==> src/rtl/wr_issue_pkg.sv <==
package wr_issue_pkg;

    typedef enum logic [1:0] {
        CMD_IDLE  = 2'd0,
        CMD_WADDR = 2'd1,
        CMD_WDATA = 2'd2,
        CMD_WLAST = 2'd3
    } wi_cmd_e;

    typedef enum logic [1:0] {
        PH_IDLE = 2'd0,
        PH_DATA = 2'd1,
        PH_GAP  = 2'd2
    } wi_phase_e;

    // True when the beat just sent closes a group of pair_len beats.
    function automatic logic closes_group(input int unsigned beat_idx,
                                          input int unsigned pair_len);
        return ((beat_idx + 1) % pair_len) == 0;
    endfunction

endpackage

==> src/rtl/wi_rdy_hist.sv <==
module wi_rdy_hist #(
    parameter int LEAD = 2
) (
    input  logic clk,
    input  logic rst,
    input  logic wr_rdy_n,
    output logic lead_ok
);
    logic [LEAD-1:0] hist_n;

    generate
        if (LEAD == 1) begin : g_one
            always_ff @(posedge clk) begin
                if (rst) hist_n <= '1;
                else     hist_n <= wr_rdy_n;
            end
        end else begin : g_many
            always_ff @(posedge clk) begin
                if (rst) hist_n <= '1;
                else     hist_n <= {hist_n[LEAD-2:0], wr_rdy_n};
            end
        end
    endgenerate

    assign lead_ok = !hist_n[LEAD-1];

    generate
        if (LEAD == 2) begin : g_chk
            // the history tap reflects the ready input two cycles back
            p_lead_tap_r2: assert property (@(posedge clk) disable iff (rst)
                $past(!rst, 2) |-> (lead_ok == !$past(wr_rdy_n, 2)));
        end
    endgenerate
endmodule

==> src/rtl/wi_issue_gate.sv <==
module wi_issue_gate (
    input  logic clk,
    input  logic rst,
    input  logic mode_pipe,
    input  logic wr_rdy_n,
    input  logic lead_ok,
    input  logic can_start,
    output logic go,
    output logic confirmed
);
    logic spare_q;

    assign go = can_start && (lead_ok || (mode_pipe && spare_q));

    always_ff @(posedge clk) begin
        if (rst) begin
            spare_q   <= 1'b0;
            confirmed <= 1'b0;
        end else if (go) begin
            confirmed <= mode_pipe ? 1'b1 : !wr_rdy_n;
            spare_q   <= mode_pipe && lead_ok;
        end
    end

    // a start without the ready lead consumes the spare
    p_spare_once_r7: assert property (@(posedge clk) disable iff (rst)
        (go && !lead_ok) |=> !spare_q);

    // in repeat mode a late ready drop leaves the write unconfirmed
    p_repeat_late_r5: assert property (@(posedge clk) disable iff (rst)
        (go && !mode_pipe && wr_rdy_n) |=> !confirmed);
endmodule

==> src/rtl/wr_issue_seq.sv <==
module wr_issue_seq
    import wr_issue_pkg::*;
#(
    parameter int DW        = 32,
    parameter int MAX_BEATS = 4,
    parameter int LEAD      = 2,
    parameter int PAIR_LEN  = 2,
    parameter int GAP_LEN   = 2
) (
    input  logic                      clk,
    input  logic                      rst,
    input  logic                      mode_pipe,
    input  logic                      pat_gap,
    input  logic                      wr_rdy_n,
    input  logic                      wq_valid,
    input  logic [DW-1:0]             wq_addr,
    input  logic [MAX_BEATS*DW-1:0]   wq_data,
    input  logic [$clog2(MAX_BEATS)-1:0] wq_nbeats,
    output logic                      wq_pop,
    output logic [DW-1:0]             sys_ad,
    output logic [1:0]                sys_cmd,
    output logic                      valid_out
);
    localparam int NBW = $clog2(MAX_BEATS);
    localparam int GCW = (GAP_LEN > 1) ? $clog2(GAP_LEN) : 1;
    localparam logic [GCW-1:0] GAP_END = GCW'(GAP_LEN - 1);

    wi_phase_e      phase_q;
    logic [NBW-1:0] beat_q;
    logic [GCW-1:0] gap_q;
    logic           lead_ok, go, confirmed;
    logic           last_beat, group_end;
    wi_cmd_e        cmd;

    wi_rdy_hist #(.LEAD(LEAD)) u_hist (
        .clk(clk), .rst(rst), .wr_rdy_n(wr_rdy_n), .lead_ok(lead_ok)
    );

    wi_issue_gate u_gate (
        .clk(clk), .rst(rst), .mode_pipe(mode_pipe), .wr_rdy_n(wr_rdy_n),
        .lead_ok(lead_ok), .can_start(phase_q == PH_IDLE && wq_valid),
        .go(go), .confirmed(confirmed)
    );

    assign last_beat = (beat_q == wq_nbeats);
    assign group_end = closes_group(32'(beat_q), PAIR_LEN);

    always_ff @(posedge clk) begin
        if (rst) begin
            phase_q <= PH_IDLE;
            beat_q  <= '0;
            gap_q   <= '0;
        end else begin
            case (phase_q)
                PH_IDLE: if (go) begin
                    phase_q <= PH_DATA;
                    beat_q  <= '0;
                end
                PH_DATA: begin
                    if (last_beat) begin
                        phase_q <= PH_IDLE;
                    end else begin
                        beat_q <= beat_q + 1'b1;
                        if (pat_gap && group_end) begin
                            phase_q <= PH_GAP;
                            gap_q   <= '0;
                        end
                    end
                end
                PH_GAP: begin
                    if (gap_q == GAP_END) phase_q <= PH_DATA;
                    else                  gap_q   <= gap_q + 1'b1;
                end
                default: phase_q <= PH_IDLE;
            endcase
        end
    end

    always_comb begin
        cmd       = CMD_IDLE;
        sys_ad    = '0;
        valid_out = 1'b0;
        wq_pop    = 1'b0;
        case (phase_q)
            PH_IDLE: if (go) begin
                cmd       = CMD_WADDR;
                sys_ad    = wq_addr;
                valid_out = 1'b1;
            end
            PH_DATA: begin
                cmd       = last_beat ? CMD_WLAST : CMD_WDATA;
                sys_ad    = wq_data[beat_q*DW +: DW];
                valid_out = 1'b1;
                wq_pop    = last_beat && confirmed;
            end
            default: ;
        endcase
    end

    assign sys_cmd = cmd;

    // two address cycles never sit next to each other
    p_addr_spacing_r4: assert property (@(posedge clk) disable iff (rst)
        (sys_cmd == CMD_WADDR) |=> (sys_cmd != CMD_WADDR));

    // the queue advances only on a final beat
    p_pop_on_last_r10: assert property (@(posedge clk) disable iff (rst)
        wq_pop |-> (sys_cmd == CMD_WLAST));

    // pattern gap cycles carry nothing
    p_gap_quiet_r8: assert property (@(posedge clk) disable iff (rst)
        (phase_q == PH_GAP) |-> (!valid_out && sys_ad == '0));

    // every address cycle is followed by a data beat
    p_addr_then_data_r3: assert property (@(posedge clk) disable iff (rst)
        (sys_cmd == CMD_WADDR) |=> (sys_cmd == CMD_WDATA || sys_cmd == CMD_WLAST));

    generate
        if (LEAD == 2) begin : g_lead_chk
            // repeat-mode starts need ready two cycles earlier
            p_start_lead_r2: assert property (@(posedge clk) disable iff (rst)
                (sys_cmd == CMD_WADDR && !mode_pipe) |-> $past(!wr_rdy_n, 2));
        end
    endgenerate
endmodule

==> config.mk <==
export PLATFORM = sky130hd
export DESIGN_NAME = wr_issue_seq
export DESIGN_NICKNAME = d
export VERILOG_FILES = /design/src/rtl/wr_issue_pkg.sv /design/src/rtl/wi_rdy_hist.sv /design/src/rtl/wi_issue_gate.sv /design/src/rtl/wr_issue_seq.sv
export SDC_FILE = /design/constraint.sdc
export NUM_CORES = 1
export LEC_CHECK = 0
export ABC_AREA = 1
export BUFFER_PORTS_ARGS = -buffer_cell sky130_fd_sc_hd__buf_2
export CAP_MARGIN = 40
export CORE_AREA = 2 2 79 81
export DETAILED_ROUTE_END_ITERATION = 12
export DIE_AREA = 0 0 81 83
export PLACE_DENSITY = 0.73
export SLEW_MARGIN = 20
export SYNTH_ARGS = -nofsm -noshare
export SYNTH_HDL_FRONTEND = slang
export SYNTH_SLANG_ARGS = --single-unit
==> constraint.sdc <==
create_clock -name clk -period 1.24 [get_ports clk]
set_input_delay 0.062 -clock clk [delete_from_list [all_inputs] [get_ports clk]]
set_output_delay 0.062 -clock clk [all_outputs]
set_load 0.05 [all_outputs]
Word-level counts from Yosys, hierarchy flattened
Cells that the tools add are included.

Register bits: 9. Output and inout bits: 36. Logic and storage cells: 55.

Add/subtract/negate cells: 3. Equality and inequality tests: 8. Shifts and indexed selects: 1. Muxes and demuxes: 21. Reductions and logical operators: 16.

Operators with widths (count): $shiftx A128 B8 Y32 (1); $pmux W32 S2 (1); $logic_not A32 Y1 (1); $mux W32 (1); $mux W2 (6); $reduce_and A3 Y1 (3); $mux W1 (8); $ne A2 B2 Y1 const B (4); $pmux W2 S2 (2); $logic_and A1 B1 Y1 (6); $pmux W2 S3 (1); $pmux W1 S2 (2); $reduce_bool A2 Y1 (2); $ne A3 B3 Y1 const B (1); $add A1 B1 Y1 const B (2); $add A2 B1 Y2 const B (1); $eq A2 B1 Y1 const B (1); $eq A2 B2 Y1 (1); $eq A2 B2 Y1 const B (1); $logic_not A1 Y1 (2); $logic_not A2 Y1 (1); $logic_or A1 B1 Y1 (1).

Depth between registers and ports, before layout
Depth after elaboration: 6. Mapped depth: 10. Gate-level depth less buffers: 9.

Cells and area by module
A second synthesis with hierarchy kept.

Cells, all modules: 401. Area total of the unflattened synthesis: 1970.6 µm².

By module, submodules not included: wr_issue_seq (times used 1, cells an instance 373, area each 1794.2 µm², seq. area each 100.1 µm²); wi_issue_gate (times used 1, cells an instance 20, area each 113.9 µm², seq. area each 40.0 µm²); wi_rdy_hist (times used 1, cells an instance 8, area each 62.6 µm², seq. area each 40.0 µm²).

Worst setup path before layout
OpenSTA, ideal clock, no wires.

Path type: register to output. Start point: reg phase_q[0]. End point: out sys_ad[15]. Arrival: 1.451 ns. Required time: 1.178 ns. Setup slack: -0.273 ns. Stages on the path, launching flop included: 7. Path buffers: 2. Cells stage by stage: dfxtp_1 > inv_1 > nor2_2 > buf_2 > buf_2 > nand2_1 > nand2_1.

Cells in the longest elaborated chain, start to end: 5.

RTL lines: start: declaration (RTL line wr_issue_seq.sv:28) `wi_phase_e phase_q;`; start signal: assignment (RTL line wr_issue_seq.sv:50) `phase_q <= PH_IDLE;`; start signal: assignment (RTL line wr_issue_seq.sv:56) `phase_q <= PH_DATA;`; start signal: assignment (RTL line wr_issue_seq.sv:61) `phase_q <= PH_IDLE;`; $logic_not A2 Y1 (RTL line wr_issue_seq.sv:41, wr_issue_seq.sv:84); $logic_and A1 B1 Y1 (RTL line wr_issue_seq.sv:41) `.lead_ok(lead_ok), .can_start(phase_q == PH_IDLE && wq_valid),`; $logic_and A1 B1 Y1 (RTL line wi_issue_gate.sv:13) `assign go = can_start && (lead_ok || (mode_pipe && spare_q));`; $mux W32 (RTL line wr_issue_seq.sv:85) `PH_IDLE: if (go) begin`; $pmux W32 S2 (*) (RTL line wr_issue_seq.sv:84) `case (phase_q)`; end: declaration (RTL line wr_issue_seq.sv:20) `output logic [DW-1:0] sys_ad,`.

Every way passes the cells marked *; elsewhere a longest branch is shown, timed or not.

Worst setup path in the final report
Start point: reg beat_q[0]. End point: out sys_ad[10].

Cells in the longest elaborated chain, start to end: 2.

RTL lines: start: declaration (RTL line wr_issue_seq.sv:29) `logic [NBW-1:0] beat_q;`; start signal: assignment (RTL line wr_issue_seq.sv:63) `beat_q <= beat_q + 1'b1;`; $shiftx A128 B8 Y32 (RTL line wr_issue_seq.sv:92) `sys_ad = wq_data[beat_q*DW +: DW];`; $pmux W32 S2 (RTL line wr_issue_seq.sv:84).

No other way between the ends.

==> flow_summary.json <==
{
  "h-tree-depth": 1,
  "drt-total-wl_um": 9418,
  "multiInputGateArea_mm2": 0.001634,
  "pwr-share-seq_pct": 7.8,
  "worstSetupPathType": "flop to output port",
  "end_kind": "output port",
  "critical_path_required_ns": 1.18,
  "grt_max_degree": 35,
  "first_global_vias": 3148,
  "place_area_mm2": 0.003132,
  "dp_cells": 622,
  "ir_drop_mv": 1.267,
  "p_switching_w": 0.002386,
  "num_vias": 3339,
  "fin_area_mm2": 0.003944,
  "swShare_pct": 50.78,
  "yosysMostFrequentCell": "nand2_1",
  "skew_ns": 0.003938,
  "synth_cell_types": 20,
  "finalMaxSlewViolations": 0,
  "die_w_um": 81,
  "ant_nets": 0,
  "fillers": 481,
  "routed-wl-met3_um": 794,
  "synthTopCellsByCount": "122 x nand2_1, 69 x nor2_1, 58 x o21ai_0",
  "cts_tree": "yes",
  "gp_congestion": 0.8963,
  "violations": "negative setup slack",
  "met2_length_um": 4928,
  "seq_area_frac_synth_pct": 10.42,
  "initial_core_util_pct": 29.73,
  "worst-path-max-fanout": 9,
  "drt-met1-wl_um": 3481,
  "yosys_register_bits": 9,
  "pre_cts_ws_ns": -0.2065,
  "nNetsFinal": 737,
  "hp-class": "primary input to flop",
  "postSynthAreaPerCell_um2": 4.912,
  "final_layout_size_suffix_gt1_share_pct": 54.58,
  "place_hpwl_um": 6206,
  "cap_viol_max_count": 0,
  "core-area_mm2": 0.005816,
  "cts_root_buf": "clkbuf_8",
  "synth_ff_type": "dfxtp_1",
  "relSlewSlack_pct": 84.66,
  "diodes": 0,
  "p_per_area_mw_per_mm2": 1191,
  "ys_async_sr_fraction_pct": 0,
  "grt_usage_pct": 24.64,
  "p_clk_share_pct": 7.2,
  "final_cells": 643,
  "clkTransAtPathRegs_ns": 0.05,
  "fin_crit_ns": 1.608,
  "syn-cell-area_mm2": 0.001729,
  "rsz0062_at_grt": "true",
  "finalHoldViolCount": 0,
  "syn_nets": 520,
  "synth_top_area_share_pct": 26.48,
  "p_leak_nw": 2.004,
  "drc": 0,
  "route.top_layer_used": "met4",
  "dieArea_mm2": 0.006723,
  "port_buffers": 203,
  "worst_slew_pin_slew_ns": 0.2277,
  "area_delta_synth_final_pct": 128.1,
  "seqCellArea_um2": 192.7,
  "combPwrFrac_pct": 85.0,
  "synth_cells": 352,
  "holdWs_ns": 0.02498,
  "cts_buffer_depth": 2,
  "setup_viol": 41,
  "vias_per_cell": 5.193,
  "fin_ws_ns": -0.3678,
  "ys_top_cells_by_area": "nand2_1 26%, o21ai_0 17%, nor2_1 15%, o22ai_1 12%, dfxtp_1 10%",
  "die_height_um": 83,
  "fmax_mhz": 622.0,
  "ios": 204,
  "fp-row-count": 28,
  "timing.setup.tns_ns": -9.010,
  "gr-total-overflow": 0,
  "arrival_ns": 1.55,
  "cts_buffers": 3,
  "drt_first_pass_iters": 5,
  "wire_per_inst_um": 14.65,
  "antenna_found_initial": 0,
  "status": "finished with violations",
  "synth_edf_count": 0,
  "clk_latency_ns": 0.23,
  "cp-start-kind": "flop",
  "clock_sinks": 9,
  "grt_pass1_wl_um": 13640,
  "internal_power_w": 0.002313,
  "fin_crit_sh_pct": 129.7,
  "first_iter_violations": 138,
  "synth_top_cell_by_area": "nand2_1",
  "yosys_warnings": 0
}
-- path summary, 6_finish.rpt --
check             depth (start not counted)                   startpoint                           to  slack, ns
hold / removal                            3                     wr_rdy_n  u_hist.hist_n[0]$_SDFF_PP1_       0.02
hold reg to reg                           1  u_hist.hist_n[0]$_SDFF_PP1_  u_hist.hist_n[1]$_SDFF_PP1_       0.40
setup reg to reg                         10       beat_q[0]$_SDFFE_PP0P_       beat_q[1]$_SDFFE_PP0P_      -0.12
setup / recovery                          7       beat_q[0]$_SDFFE_PP0P_                   sys_ad[10]      -0.37
-- metal layers --
| layer | global-route usage, % | vias to the layer above |
|---|---|---|
| met2 | 45.60 | 195 |
| met1 | 27.40 | 1518 |
| met3 | 4.348 | 24 |
| met4 | 8.475 | 0 |
| met5 | 0 | - |
| li1 | - | 1602 |
-- critical path, stage by stage (launching register included) --
cell,delay [ns]
dfxtp_4,0.40
buf_4,0.15
clkbuf_16,0.16
nor2_2,0.05
o22ai_1,0.17
nand2_1,0.16
nand2_4,0.09
buf_8,0.14
-- cell usage in the layout, fill, tap and decap left out, drive strengths merged --
cell type,instances
or2,2
inv,10
buf,238
a21oi,4
clkinv,1
nor4,1
nand3,6
clkbuf,6
nor3,1
dfxtp,9
nand3b,1
nand2,122
o22ai,32
nor2,70
o21ai,65
-- stage by stage --
step,total power (W),util (%)
detailed placement,0.003163,53.85
finish,0.004698,67.81
global route,0.004940,67.81
floorplan,0.002365,-
CTS,0.004366,63.75
global placement,0.003135,53.85
-- kinds of logic after synthesis --
logic type / Yosys count / synth area share [%]
buffers and inverters: 39 / 12.01
AND/OR/NAND/NOR: 203 / 46.02
AO/OA/AOI/OAI: 101 / 31.55
flip-flops: 9 / 10.42
-- what timing repair did --
action | in CTS | in global routing
resized for setup | 152 | 42
pin swaps | 8 | 16
endpoints found under the setup margin | 41 | 41
gates cloned | 3 | 3
buffers inserted | 4 | 8
hold buffers | 0 | 0
-- cell type report --
class / count / area share [%]
timing repair buffer: 240 / 48.48
multi-input combinational: 304 / 41.43
sequential: 9 / 4.886
tap: 75 / 2.379
inverter: 11 / 1.681
clock buffer: 4 / 1.142
-- power by group through the flow --
| stage | clock (W) | combinational [W] | sequential (W) |
|---|---|---|---|
| floorplan | 0 | 0.00203 | 0.000336 |
| global placement | 0 | 0.00279 | 0.000345 |
| detailed placement | 0 | 0.00282 | 0.000347 |
| CTS | 0.000346 | 0.00366 | 0.000357 |
| global route | 0.000357 | 0.00421 | 0.000371 |
| finish | 0.000340 | 0.00399 | 0.000367 |
-- registers in the layout, summed over array words and instances, names as in the netlist --
signal,cells
beat_q,2
gap_q,1
phase_q,2
u_gate.confirmed,1
u_gate.spare_q,1
u_hist.hist_n,2
(Power assumes the default switching activity.)
